[src/rtl/lcd_fetch_pkg.sv]
package lcd_fetch_pkg;

  typedef enum logic [2:0] {
    ST_IDLE,
    ST_PAL,
    ST_CHECK,
    ST_LINES,
    ST_DONE
  } fetch_state_t;

  localparam logic [1:0] PM_PAL_ONLY  = 2'd1;
  localparam logic [1:0] PM_DATA_ONLY = 2'd2;

  // depth code from header entry 0 to bits per pixel; 0 means unsupported
  function automatic logic [4:0] code_to_bpp(input logic [2:0] code);
    case (code)
      3'd0:    return 5'd0;
      3'd1:    return 5'd2;
      3'd2:    return 5'd4;
      3'd3:    return 5'd8;
      default: return 5'd16;
    endcase
  endfunction

endpackage

[src/rtl/lcd_pal_reader.sv]
module lcd_pal_reader #(
  parameter int AW      = 24,
  parameter int ENTRIES = 256,
  parameter int DW      = 16
) (
  input  logic                       clk,
  input  logic                       rst,
  input  logic                       start,
  input  logic                       abort,
  input  logic [AW-1:0]              base,
  output logic                       mem_req,
  output logic [AW-1:0]              mem_addr,
  input  logic                       mem_ack,
  input  logic [DW-1:0]              mem_rdata,
  output logic                       ent_we,
  output logic [$clog2(ENTRIES)-1:0] ent_idx,
  output logic [DW-1:0]              ent_data,
  output logic [2:0]                 hdr_code,
  output logic                       fin
);
  localparam int IW = $clog2(ENTRIES);
  localparam int EB = DW / 8;
  localparam logic [IW-1:0] LAST = IW'(ENTRIES - 1);

  logic          busy;
  logic [IW-1:0] idx;
  logic [AW-1:0] base_q;

  assign mem_req  = busy;
  assign mem_addr = base_q + AW'(idx) * AW'(EB);

  always_ff @(posedge clk) begin
    if (rst) begin
      busy     <= 1'b0;
      idx      <= '0;
      base_q   <= '0;
      ent_we   <= 1'b0;
      ent_idx  <= '0;
      ent_data <= '0;
      hdr_code <= '0;
      fin      <= 1'b0;
    end else begin
      ent_we <= 1'b0;
      fin    <= 1'b0;
      if (abort) begin
        busy <= 1'b0;
      end else if (start) begin
        busy   <= 1'b1;
        idx    <= '0;
        base_q <= base;
      end else if (busy && mem_ack) begin
        ent_we   <= 1'b1;
        ent_idx  <= idx;
        ent_data <= mem_rdata;
        if (idx == '0) hdr_code <= mem_rdata[14:12];
        if (idx == LAST) begin
          busy <= 1'b0;
          fin  <= 1'b1;
        end else begin
          idx <= idx + 1'b1;
        end
      end
    end
  end


  pal_last_idx_chk: assert property (@(posedge clk) disable iff (rst)
    fin |-> (ent_we && ent_idx == LAST));

endmodule

[src/rtl/lcd_size_check.sv]
module lcd_size_check
  import lcd_fetch_pkg::*;
#(
  parameter int AW          = 24,
  parameter int LW          = 10,
  parameter int PAL_BYTES   = 512,
  parameter int SHORT_BYTES = 32
) (
  input  logic [LW-1:0]   width_m1,
  input  logic [LW-1:0]   height_m1,
  input  logic [2:0]      code,
  input  logic            has_pal,
  input  logic [AW-1:0]   top,
  input  logic [AW-1:0]   bot,
  output logic [LW+1:0]   stride,
  output logic [AW-1:0]   data_off,
  output logic            fits
);
  localparam int SW = LW + 2;
  localparam int NB = 2 * LW + 2;
  localparam int CW = ((AW > NB) ? AW : NB) + 2;

  logic [LW:0]   w_px;
  logic [LW:0]   h_ln;
  logic [4:0]    bpp;
  logic [LW+5:0] row_bits;
  logic [CW-1:0] area_bits;
  logic [CW-1:0] need;

  assign w_px = {1'b0, width_m1} + (LW+1)'(1);
  assign h_ln = {1'b0, height_m1} + (LW+1)'(1);
  assign bpp  = code_to_bpp(code);

  assign row_bits = (LW+6)'(w_px) * (LW+6)'(bpp);
  assign stride   = SW'(row_bits >> 3);

  always_comb begin
    if (!has_pal)          data_off = '0;
    else if (code >= 3'd3) data_off = AW'(PAL_BYTES);
    else                   data_off = AW'(SHORT_BYTES);
  end

  assign area_bits = CW'(w_px) * CW'(h_ln) * CW'(bpp);
  assign need      = (area_bits >> 3) + CW'(data_off);
  assign fits      = (CW'(top) + need) <= (CW'(bot) + CW'(2));

endmodule

[src/rtl/lcd_line_gen.sv]
module lcd_line_gen #(
  parameter int AW = 24,
  parameter int LW = 10
) (
  input  logic          clk,
  input  logic          rst,
  input  logic          load,
  input  logic          abort,
  input  logic [AW-1:0] base,
  input  logic [LW+1:0] stride,
  input  logic [LW-1:0] first,
  input  logic [LW:0]   count,
  input  logic          rdy,
  output logic          line_valid,
  output logic [AW-1:0] line_addr,
  output logic [LW-1:0] line_idx,
  output logic          fin
);
  logic          busy;
  logic [AW-1:0] nxt_addr;
  logic [LW:0]   cur;
  logic [LW:0]   lim;
  logic [LW+1:0] stride_q;
  logic          has_lines;

  assign has_lines = {1'b0, first} < count;

  always_ff @(posedge clk) begin
    if (rst) begin
      busy       <= 1'b0;
      nxt_addr   <= '0;
      cur        <= '0;
      lim        <= '0;
      stride_q   <= '0;
      line_valid <= 1'b0;
      line_addr  <= '0;
      line_idx   <= '0;
      fin        <= 1'b0;
    end else begin
      line_valid <= 1'b0;
      fin        <= 1'b0;
      if (abort) begin
        busy <= 1'b0;
      end else if (load) begin
        nxt_addr <= base + AW'(stride) * AW'(first);
        cur      <= {1'b0, first};
        lim      <= count;
        stride_q <= stride;
        busy     <= has_lines;
        fin      <= !has_lines;
      end else if (busy && rdy) begin
        line_valid <= 1'b1;
        line_addr  <= nxt_addr;
        line_idx   <= cur[LW-1:0];
        nxt_addr   <= nxt_addr + AW'(stride_q);
        cur        <= cur + 1'b1;
        if (cur + 1'b1 >= lim) begin
          busy <= 1'b0;
          fin  <= 1'b1;
        end
      end
    end
  end


  line_step_chk: assert property (@(posedge clk) disable iff (rst)
    (line_valid && $past(line_valid)) |->
      (line_addr == $past(line_addr) + AW'(stride_q) && line_idx == $past(line_idx) + 1'b1));

endmodule

[src/rtl/lcd_frame_fetch.sv]
module lcd_frame_fetch
  import lcd_fetch_pkg::*;
#(
  parameter int AW          = 24,
  parameter int LW          = 10,
  parameter int PAL_ENTRIES = 256,
  parameter int SHORT_BYTES = 32
) (
  input  logic                           clk,
  input  logic                           rst,
  input  logic                           run,
  input  logic                           frame_go,
  input  logic [LW-1:0]                  cfg_width_m1,
  input  logic [LW-1:0]                  cfg_height_m1,
  input  logic [1:0]                     cfg_pal_mode,
  input  logic                           cfg_win_en,
  input  logic                           cfg_win_first,
  input  logic [LW-1:0]                  cfg_win_field,
  input  logic                           cfg_dual,
  input  logic                           cfg_tft,
  input  logic [AW-1:0]                  buf0_top,
  input  logic [AW-1:0]                  buf0_bot,
  input  logic [AW-1:0]                  buf1_top,
  input  logic [AW-1:0]                  buf1_bot,
  output logic                           mem_req,
  output logic [AW-1:0]                  mem_addr,
  input  logic                           mem_ack,
  input  logic [15:0]                    mem_rdata,
  output logic                           pal_we,
  output logic [$clog2(PAL_ENTRIES)-1:0] pal_idx,
  output logic [15:0]                    pal_data,
  input  logic                           line_rdy,
  output logic                           line_valid,
  output logic [AW-1:0]                  line_addr,
  output logic [LW-1:0]                  line_idx,
  output logic [LW+1:0]                  line_bytes,
  output logic [2:0]                     depth_code,
  output logic [4:0]                     pix_bpp,
  output logic                           fmt16,
  output logic                           active,
  output logic                           buf_sel,
  output logic [1:0]                     cond_bits,
  output logic                           palette_done,
  output logic                           frame_start,
  output logic                           frame_done,
  output logic                           sync_err
);
  localparam int PAL_BYTES = PAL_ENTRIES * 2;

  fetch_state_t  state;
  logic          run_q;
  logic          run_rise;
  logic          pal_loaded;
  logic          pal_start;
  logic          pal_fin;
  logic          has_pal;
  logic          chk_go;
  logic          chk_pass;
  logic          chk_fail;
  logic          lg_fin;
  logic [AW-1:0] top_sel;
  logic [AW-1:0] bot_sel;
  logic [LW+1:0] stride;
  logic [AW-1:0] data_off;
  logic          fits;
  logic [LW-1:0] first_ln;
  logic [LW:0]   count_ln;

  assign run_rise = run && !run_q;
  assign has_pal  = (cfg_pal_mode != PM_DATA_ONLY);
  assign top_sel  = buf_sel ? buf1_top : buf0_top;
  assign bot_sel  = buf_sel ? buf1_bot : buf0_bot;

  assign pal_start = (state == ST_IDLE) && active && frame_go && has_pal;
  assign chk_go    = (state == ST_CHECK) && active && (depth_code != 3'd0);
  assign chk_pass  = chk_go && fits;
  assign chk_fail  = chk_go && !fits;

  always_comb begin
    first_ln = '0;
    count_ln = {1'b0, cfg_height_m1} + (LW+1)'(1);
    if (cfg_win_en) begin
      if (cfg_win_first) first_ln = cfg_win_field;
      else               count_ln = {1'b0, cfg_win_field};
    end
  end

  lcd_pal_reader #(.AW(AW), .ENTRIES(PAL_ENTRIES), .DW(16)) u_pal (
    .clk       (clk),
    .rst       (rst),
    .start     (pal_start),
    .abort     (!active),
    .base      (top_sel),
    .mem_req   (mem_req),
    .mem_addr  (mem_addr),
    .mem_ack   (mem_ack),
    .mem_rdata (mem_rdata),
    .ent_we    (pal_we),
    .ent_idx   (pal_idx),
    .ent_data  (pal_data),
    .hdr_code  (depth_code),
    .fin       (pal_fin)
  );

  lcd_size_check #(.AW(AW), .LW(LW), .PAL_BYTES(PAL_BYTES), .SHORT_BYTES(SHORT_BYTES)) u_size (
    .width_m1  (cfg_width_m1),
    .height_m1 (cfg_height_m1),
    .code      (depth_code),
    .has_pal   (has_pal),
    .top       (top_sel),
    .bot       (bot_sel),
    .stride    (stride),
    .data_off  (data_off),
    .fits      (fits)
  );

  lcd_line_gen #(.AW(AW), .LW(LW)) u_lines (
    .clk        (clk),
    .rst        (rst),
    .load       (chk_pass),
    .abort      (!active),
    .base       (top_sel + data_off),
    .stride     (stride),
    .first      (first_ln),
    .count      (count_ln),
    .rdy        (line_rdy),
    .line_valid (line_valid),
    .line_addr  (line_addr),
    .line_idx   (line_idx),
    .fin        (lg_fin)
  );

  always_ff @(posedge clk) begin
    if (rst) begin
      state        <= ST_IDLE;
      run_q        <= 1'b0;
      active       <= 1'b0;
      pal_loaded   <= 1'b0;
      buf_sel      <= 1'b0;
      cond_bits    <= '0;
      line_bytes   <= '0;
      pix_bpp      <= '0;
      fmt16        <= 1'b0;
      palette_done <= 1'b0;
      frame_start  <= 1'b0;
      frame_done   <= 1'b0;
      sync_err     <= 1'b0;
    end else begin
      run_q        <= run;
      palette_done <= 1'b0;
      frame_start  <= 1'b0;
      frame_done   <= 1'b0;
      sync_err     <= 1'b0;
      pix_bpp      <= code_to_bpp(depth_code);
      fmt16        <= cfg_tft && (depth_code >= 3'd4);

      if (!run)          active <= 1'b0;
      else if (run_rise) active <= 1'b1;
      else if (chk_fail) active <= 1'b0;

      if (!active && state != ST_IDLE) begin
        state <= ST_IDLE;
      end else begin
        case (state)
          ST_IDLE: begin
            if (active && frame_go) state <= has_pal ? ST_PAL : ST_CHECK;
          end
          ST_PAL: begin
            if (pal_fin) begin
              if (!pal_loaded) palette_done <= 1'b1;
              pal_loaded <= 1'b1;
              state <= (cfg_pal_mode == PM_PAL_ONLY) ? ST_DONE : ST_CHECK;
            end
          end
          ST_CHECK: begin
            if (depth_code == 3'd0) begin
              state <= ST_DONE;
            end else if (!fits) begin
              sync_err <= 1'b1;
              state    <= ST_IDLE;
            end else begin
              frame_start        <= 1'b1;
              cond_bits[buf_sel] <= 1'b1;
              if (cfg_dual) buf_sel <= !buf_sel;
              line_bytes <= stride;
              state      <= ST_LINES;
            end
          end
          ST_LINES: begin
            if (lg_fin) state <= ST_DONE;
          end
          ST_DONE: begin
            frame_done <= 1'b1;
            state      <= ST_IDLE;
          end
          default: state <= ST_IDLE;
        endcase
      end

      if (run_rise) begin
        pal_loaded <= 1'b0;
        buf_sel    <= 1'b0;
        cond_bits  <= '0;
      end
    end
  end


  sync_drop_chk: assert property (@(posedge clk) disable iff (rst)
    sync_err |-> !active);


  start_excl_chk: assert property (@(posedge clk) disable iff (rst)
    frame_start |-> (!sync_err && !frame_done));


  cond_keep_chk: assert property (@(posedge clk) disable iff (rst)
    (run && $past(run) && $past(run_q)) |-> ((cond_bits & $past(cond_bits)) == $past(cond_bits)));


  line_in_lines_chk: assert property (@(posedge clk) disable iff (rst)
    line_valid |-> ($past(state) == ST_LINES));

endmodule

[config.mk]
export PLATFORM = sky130hd
export DESIGN_NAME = lcd_frame_fetch
export DESIGN_NICKNAME = d
export VERILOG_FILES = /design/src/rtl/lcd_fetch_pkg.sv /design/src/rtl/lcd_pal_reader.sv /design/src/rtl/lcd_size_check.sv /design/src/rtl/lcd_line_gen.sv /design/src/rtl/lcd_frame_fetch.sv
export SDC_FILE = /design/constraint.sdc
export NUM_CORES = 1
export LEC_CHECK = 0
export BUFFER_PORTS_ARGS = -buffer_cell sky130_fd_sc_hd__buf_2
export CAP_MARGIN = 5
export CORE_MARGIN = 2
export CORE_UTILIZATION = 55
export CTS_BUF_LIST = sky130_fd_sc_hd__clkbuf_8
export DETAILED_ROUTE_END_ITERATION = 6
export PLACE_DENSITY = 0.75
export SLEW_MARGIN = 30
export SYNTH_ARGS = -nofsm -noshare
export SYNTH_HDL_FRONTEND = slang
export SYNTH_HIERARCHICAL = 1
export SYNTH_SLANG_ARGS = --single-unit
export TNS_END_PERCENT = 10
[constraint.sdc]
create_clock -name clk -period 31.1 [get_ports clk]
set_clock_uncertainty 0.15 [all_clocks]
set_input_delay 3.11 -clock clk [delete_from_list [all_inputs] [get_ports clk]]
set_output_delay 3.11 -clock clk [all_outputs]
set_load 0.02 [all_outputs]
* Yosys cells after proc, flatten, opt, wreduce, memory -nomap -nowiden
Index checks and enable logic that the tools add are counted.
** Storage, ports and cells
- Input bits :: 154
- Register bits :: 188
- Word-level logic and storage cells :: 172
- Output and inout bits :: 114
** Cells by class
- Eq/ne operators :: 14
- Reductions and logical operators :: 51
- Add/subtract/negate cells :: 11
- Muxes and demuxes :: 44
- $mul :: 4
- $lt $le $gt $ge :: 7
- Bitwise logic cells :: 11
** Operators with widths (count)
- two-way mux 24 bit :: 5
- two-way mux 11 bit :: 4
- two-way mux 10 bit :: 3
- adder 24 x 26 -> 26 bit :: 1
- less-or-equal comparator 26 bit :: 1
- multiplier 22 x 5 -> 26 bit :: 1
- adder 23 x 24 -> 25 bit :: 1
- adder 24 x 2 -> 25 bit (second input constant) :: 1
- adder 24 x 12 -> 24 bit :: 1
- adder 24 x 22 -> 24 bit :: 1
- adder 24 bit :: 1
- adder 24 x 9 -> 24 bit :: 1
- two-way mux 8 bit :: 3
- adder 10 x 1 -> 11 bit (second input constant) :: 2
- multiplier 11 x 11 -> 22 bit :: 1
- multiplier 12 x 10 -> 22 bit :: 1
- case mux 5 bit (4 select lines) :: 1
- two-way mux 1 bit :: 19
- multiplier 11 x 5 -> 15 bit :: 1
- two-way mux 3 bit :: 5
- AND reduction 3 bit :: 5
- logical AND 1 bit :: 14
- == test 3 x 2 -> 1 bit (second input constant) :: 4
- case mux 3 bit (4 select lines) :: 1
- other kinds (29) :: 64

* Logic depth before layout (Yosys ltp)
- Depth in word-level cells :: 10
- Mapped depth :: 62
- Mapped depth without buffers :: 61

* By module
Netlist, hierarchy kept.
** By module, submodules not included
- lcd_size_check :: cells each 1361, instances 1, area each 10829.1 um^2, seq. area each 0.0 um^2
- lcd_line_gen :: cells each 1232, instances 1, area each 9813.2 um^2, seq. area each 1901.8 um^2
- lcd_frame_fetch :: cells each 410, instances 1, area each 3181.8 um^2, seq. area each 600.6 um^2
- lcd_pal_reader :: cells each 375, instances 1, area each 2966.6 um^2, seq. area each 1241.2 um^2

* Least setup slack after synthesis
No wires, ideal clock.
- Kind :: input-to-reg
- From :: in cfg_width_m1[2]
- To :: reg u_lines.fin
- Setup slack :: 15.167 ns
- Stages on the path :: 56
- Path buffers :: 4
- Data required time :: 30.835 ns
- Arrival time :: 15.667 ns
- Setup time :: 0.115 ns
- Path through :: nand3_1 > nor2_1 > nand3_1 > xnor2_1 > nand2_1 > fa_1 > inv_1 > fa_1 > inv_1 > fa_1 > fa_1 > fa_1 > inv_1 > ha_1 > nand3_1 > o221ai_1 > o21a_1 > o21a_1 > [20 not listed] > ha_1 > a21o_1 > a21o_1 > a21o_1 > a21o_1 > a21o_1 > a211oi_1 > o21ai_0 > o21ai_0 > nor4b_2 > nand2_1 > inv_2 > buf_4 > buf_1 > clkbuf_1 > buf_1 > o221ai_1 > and3_1
** On the way
- Cells in the longest elaborated chain, start to end :: 8
** RTL lines
- from (decl) :: line lcd_frame_fetch.sv:13 : input logic [LW-1:0] cfg_width_m1,
- adder 10 x 1 -> 11 bit :: line lcd_size_check.sv:30 : assign w_px = {1'b0, width_m1} + (LW+1)'(1);
- multiplier 11 x 11 -> 22 bit :: line lcd_size_check.sv:43 : assign area_bits = CW'(w_px) * CW'(h_ln) * CW'(bpp);
- multiplier 22 x 5 -> 26 bit :: line lcd_size_check.sv:43
- adder 23 x 24 -> 25 bit :: line lcd_size_check.sv:44 : assign need = (area_bits >> 3) + CW'(data_off);
- adder 24 x 26 -> 26 bit :: line lcd_size_check.sv:45 : assign fits = (CW'(top) + need) <= (CW'(bot) + CW'(2));
- less-or-equal comparator 26 bit :: line lcd_size_check.sv:45
- via fits :: line lcd_frame_fetch.sv:65 : logic fits;
- logical AND 1 bit :: line lcd_frame_fetch.sv:76 : assign chk_pass = chk_go && fits;
- via chk_pass :: line lcd_frame_fetch.sv:58 : logic chk_pass;
- two-way mux 1 bit :: line lcd_line_gen.sv:44 : end else if (load) begin
- to (signal assigned) :: line lcd_line_gen.sv:50 : fin <= !has_lines;
- to (decl) :: line lcd_line_gen.sv:17 : output logic fin
The timed path passes the listed nets, and every way through them passes these cells.
A chain may end at the register's enable or synchronous reset.

* Worst setup path in the final report
- From :: in cfg_width_m1[0]
- To :: reg u_lines.nxt_addr[21]
** On the way
- Cells in the longest elaborated chain, start to end :: 9
- Elaborated cells between the ends (all ways) :: 13
- Classes of those cells :: add/sub: 4; mul: 4; order compare: 1; mux: 1; reduce/logical: 3
** RTL lines
- adder 10 x 1 -> 11 bit (*) :: line lcd_size_check.sv:30
- multiplier 11 x 11 -> 22 bit (*) :: line lcd_size_check.sv:43
- multiplier 22 x 5 -> 26 bit (*) :: line lcd_size_check.sv:43
- adder 23 x 24 -> 25 bit (*) :: line lcd_size_check.sv:44
- adder 24 x 26 -> 26 bit (*) :: line lcd_size_check.sv:45
- less-or-equal comparator 26 bit (*) :: line lcd_size_check.sv:45
- via fits :: line lcd_frame_fetch.sv:65
- logical AND 1 bit (*) :: line lcd_frame_fetch.sv:76
- nonzero test 2 bit (no source line)
- AND reduction 2 bit (no source line)
- to (signal assigned) :: line lcd_line_gen.sv:45 : nxt_addr <= base + AW'(stride) * AW'(first);
- to (signal assigned) :: line lcd_line_gen.sv:55 : nxt_addr <= nxt_addr + AW'(stride_q);
- to (decl) :: line lcd_line_gen.sv:20 : logic [AW-1:0] nxt_addr;
Mark *: on every way through the listed nets, which the timed path passes. The rest lies on a longest branch.

==> impl_metrics.ini <==
[sta]
rsz0062_at_grt = no
holdWs_ns = 0.288
finalMaxSlewViolations = 0
finalSetupViolCount = 0
tightestPinTransition_ns = 1.06
max_freq_mhz = 53.8
setup_tns_ns = 0
min_period_ns = 18.59
period_share_pct = 59.8
slew_headroom_pct = 29.3
hold_viol = 0

[routing]
ant_nets = 0
drcViolationCount = 3
drt-pass1-iter-count = 7
drt-total-wl_um = 70000
via_per_inst = 5.62
drt_iter0_markers = 1677
vias = 23600
post_drt_wl_per_cell_um = 16.7

[power_and_ir_drop]
p_sw_w = 0.000427
switching_share_pct = 45.4
p_leak_nw = 14.3
p_seq_share_pct = 25.8
peakVddDrop_mv = 0.0476
clkPwrFrac_pct = 18.6
cellPowerDensity_nw_per_um2 = 32.4
comb_power_share_pct = 55.6
p_int_w = 0.000514

[synth]
synth_ff_type = dfxtp_1
synthArstFlopShare_pct = 0
syn_inst = 3378
synth_area_per_cell_um2 = 7.93
yosys.cell_types.count = 98
yosys-top-cells-area = fa_1 (18%), ha_1 (16%), dfxtp_1 (14%)
synth_largest_area_cell = fa_1
ys_seq_area_share_pct = 14.0
ys_ff_latch = 187
yosys_warnings = 6
synth_area_um2 = 26800
synth_top_area_share_pct = 18.2
synth_edf_count = 0

[floorplanning]
row_count = 80
ios = 268
core-area_um2 = 47900
dieWidth_um = 225
start_util_pct = 55.9
die_area_um2 = 50500
dieHeight_um = 225

[outcome]
violations = design-rule violations
status = finished, violations left

[clock_tree]
cts-root-buf = clkbuf_8
cts_setup_buffers = 0
cts_tree = yes
worstSkewPairLatency_ns = 0.52
clk_pin_slew_ns = 0.11
clock_sinks = 187
holdBufCountCts = 0
htree_levels = 4
cts_buffer_depth = 2
post_cts_resized = 0
cts_buffers = 17

[critical_path]
cp-end-kind = flip-flop
slowest_stage = xor2_1
slowest_delay_ns = 0.65
reg2reg_from = u_pal/hdr_code[2]
arrival_ns = 18.86
worst-path-max-fanout = 71
crit_path_start_kind = input pin
required_ns = 31.38
crit_start = cfg_width_m1[0]
crit_buf_inv = 7
ff2ff_setup_slack_ns = 18.26
cpLargestDelayFamily = adder cells
worstSetupPathType = input pin to flip-flop

[placement]
dpl.hpwl_um = 55500
post-place-cells = 4161
gp_congestion = 0.946
port_buffers = 266

[global_route]
grt_max_degree = 95
overflow = 0
grt_usage_pct = 27.7
grt_pass1_vias = 22600
antenna_found_initial = 3
grt_pass1_wl_um = 113000

[final_layout]
final_net_count = 4298
multiInputGateArea_um2 = 21000
final_util_pct = 60.6
area_delta_synth_final_pct = 8.40
nFillCells = 4457
instances_no_fill = 4197
drive_above_1_share_pct = 12.3
final-seq-area_um2 = 3740

[hold_path]
hp-class = flip-flop to flip-flop
min_from = pal_loaded

[flow_run]
maxCapViolations = 0
==> final timing paths <==
path | endpoint | cells after the start
max reg2reg | u_lines/nxt_addr[21] | 40
min | palette_done | 1
max | u_lines/nxt_addr[21] | 56
min reg2reg | palette_done | 1
==> per-layer routing <==
layer  vias to the layer above  wire, µm  share of wire [%]  track usage (%)
li1                      11500         -                  -                -
met1                     11300     30600                 44             36.5
met2                       669     34100                 49             47.9
met3                       109      3270                4.7             2.77
met4                         0      1930                2.8             9.10
met5                         -         0                  0                0
==> worst reg2reg max path: cells and delay by family (launching register included) <==
family                   cells  cell delay, ns
XOR/XNOR                     2            0.29
AND/OR/NAND/NOR              8            3.41
adder cells (fa/ha/maj)      7            2.45
flip-flops                   1            0.36
AO/OA/AOI/OAI               18            4.17
buffers and inverters        5            1.94
==> cells by family (layout without fill, tap and decap cells) <==
logic type	count (synthesis)	in the layout	share of synthesized area, %
AOI/OAI and AO/OA	637	637	15.2
xor gates and xnor gates	192	192	6.33
adders and majority gates	578	578	33.8
DFF	187	187	14.0
muxes	60	60	2.49
other	2	28	0.0280
buffers and inverters	555	733	8.22
and+or+nand+nor	1167	1167	20.0
==> cell usage in the layout (no fill, tap or decap), types with 10 or more instances in the layout <==
cell / Yosys / routed
a31oi_1: 22 / 22
nand4_1: 17 / 17
mux2_2: 50 / 50
inv_1: 410 / 410
buf_4: 25 / 23
buf_2: 6 / 265
or3_1: 18 / 18
clkbuf_8: 0 / 17
o31ai_1: 10 / 10
xor2_1: 69 / 69
conb_1: 2 / 25
o21bai_1: 17 / 17
ha_1: 334 / 334
a21oi_1: 258 / 258
a211oi_1: 31 / 31
or2_2: 13 / 13
nor2_1: 257 / 255
nand3_1: 62 / 61
nor3_1: 42 / 41
a21o_1: 43 / 43
dfxtp_1: 187 / 186
and3_1: 44 / 44
o21a_1: 33 / 33
fa_1: 244 / 244
o21ai_0: 102 / 102
nand2_1: 516 / 515
xnor2_1: 122 / 115
o211ai_1: 18 / 18
nor2b_1: 35 / 34
and2_1: 86 / 86
nand2b_1: 20 / 20
a22oi_1: 13 / 13
or4_1: 10 / 10
==> flip-flops by register name, indices dropped and copies added (netlist names), 8 cells and up <==
register and count:
u_lines/line_idx 10, line_bytes 12, u_lines/stride_q 12, u_lines/lim 11
u_lines/line_addr 24, u_lines/cur 11, u_pal/base_q 24, u_lines/nxt_addr 24
u_pal/ent_data 16, u_pal/idx 8, u_pal/ent_idx 8
==> Yosys cell counts (6+ instances only) <==
| cell | number |
|---|---|
| nand2_1 | 516 |
| inv_1 | 410 |
| ha_1 | 334 |
| a21oi_1 | 258 |
| nor2_1 | 257 |
| fa_1 | 244 |
| dfxtp_1 | 187 |
| xnor2_1 | 122 |
| clkbuf_1 | 105 |
| o21ai_0 | 102 |
| and2_1 | 86 |
| xor2_1 | 69 |
| nand3_1 | 62 |
| mux2_2 | 50 |
| and3_1 | 44 |
| a21o_1 | 43 |
| nor3_1 | 42 |
| nor2b_1 | 35 |
| o21a_1 | 33 |
| a211oi_1 | 31 |
| buf_4 | 25 |
| a31oi_1 | 22 |
| nand2b_1 | 20 |
| o211ai_1 | 18 |
| or3_1 | 18 |
| nand4_1 | 17 |
| o21bai_1 | 17 |
| a22oi_1 | 13 |
| or2_2 | 13 |
| o31ai_1 | 10 |
| or4_1 | 10 |
| mux2i_1 | 9 |
| nand3b_1 | 9 |
| a211o_1 | 8 |
| nor4_1 | 8 |
| nor4b_1 | 8 |
| a21oi_2 | 7 |
| buf_2 | 6 |
| o21ai_1 | 6 |
==> through the flow <==
step           setup WS, ns  power, W  instance area (µm²)
2_1_floorplan         15.17  0.000652                26900
3_3_place_gp          12.36  0.000761                28600
3_5_place_dp          12.06  0.000767                28600
4_1_cts               12.60  0.000945                29000
5_1_grt               11.57   0.00102                29000
6_report              12.51  0.000941                29000
==> layout make-up <==
| type | count | area share, % |
|---|---|---|
| clock buffer | 17 | 0.806 |
| multi-input combinational | 2659 | 72.4 |
| sequential | 187 | 12.9 |
| antenna | 3 | 0.0259 |
| timing repair buffer | 290 | 5.24 |
| tap | 615 | 2.65 |
| clock inverter | 15 | 0.668 |
| inverter | 411 | 5.31 |
==> power by group through the flow <==
stage | logic (W) | clock network [W] | registers (W)
6_report | 0.000523 | 0.000175 | 0.000242
5_1_grt | 0.000593 | 0.000187 | 0.000243
4_1_cts | 0.000523 | 0.000179 | 0.000242
3_5_place_dp | 0.000519 | 0 | 0.000248
3_3_place_gp | 0.000514 | 0 | 0.000248
2_1_floorplan | 0.000406 | 0 | 0.000247
Note: power is estimated with default switching activity, not from simulation.
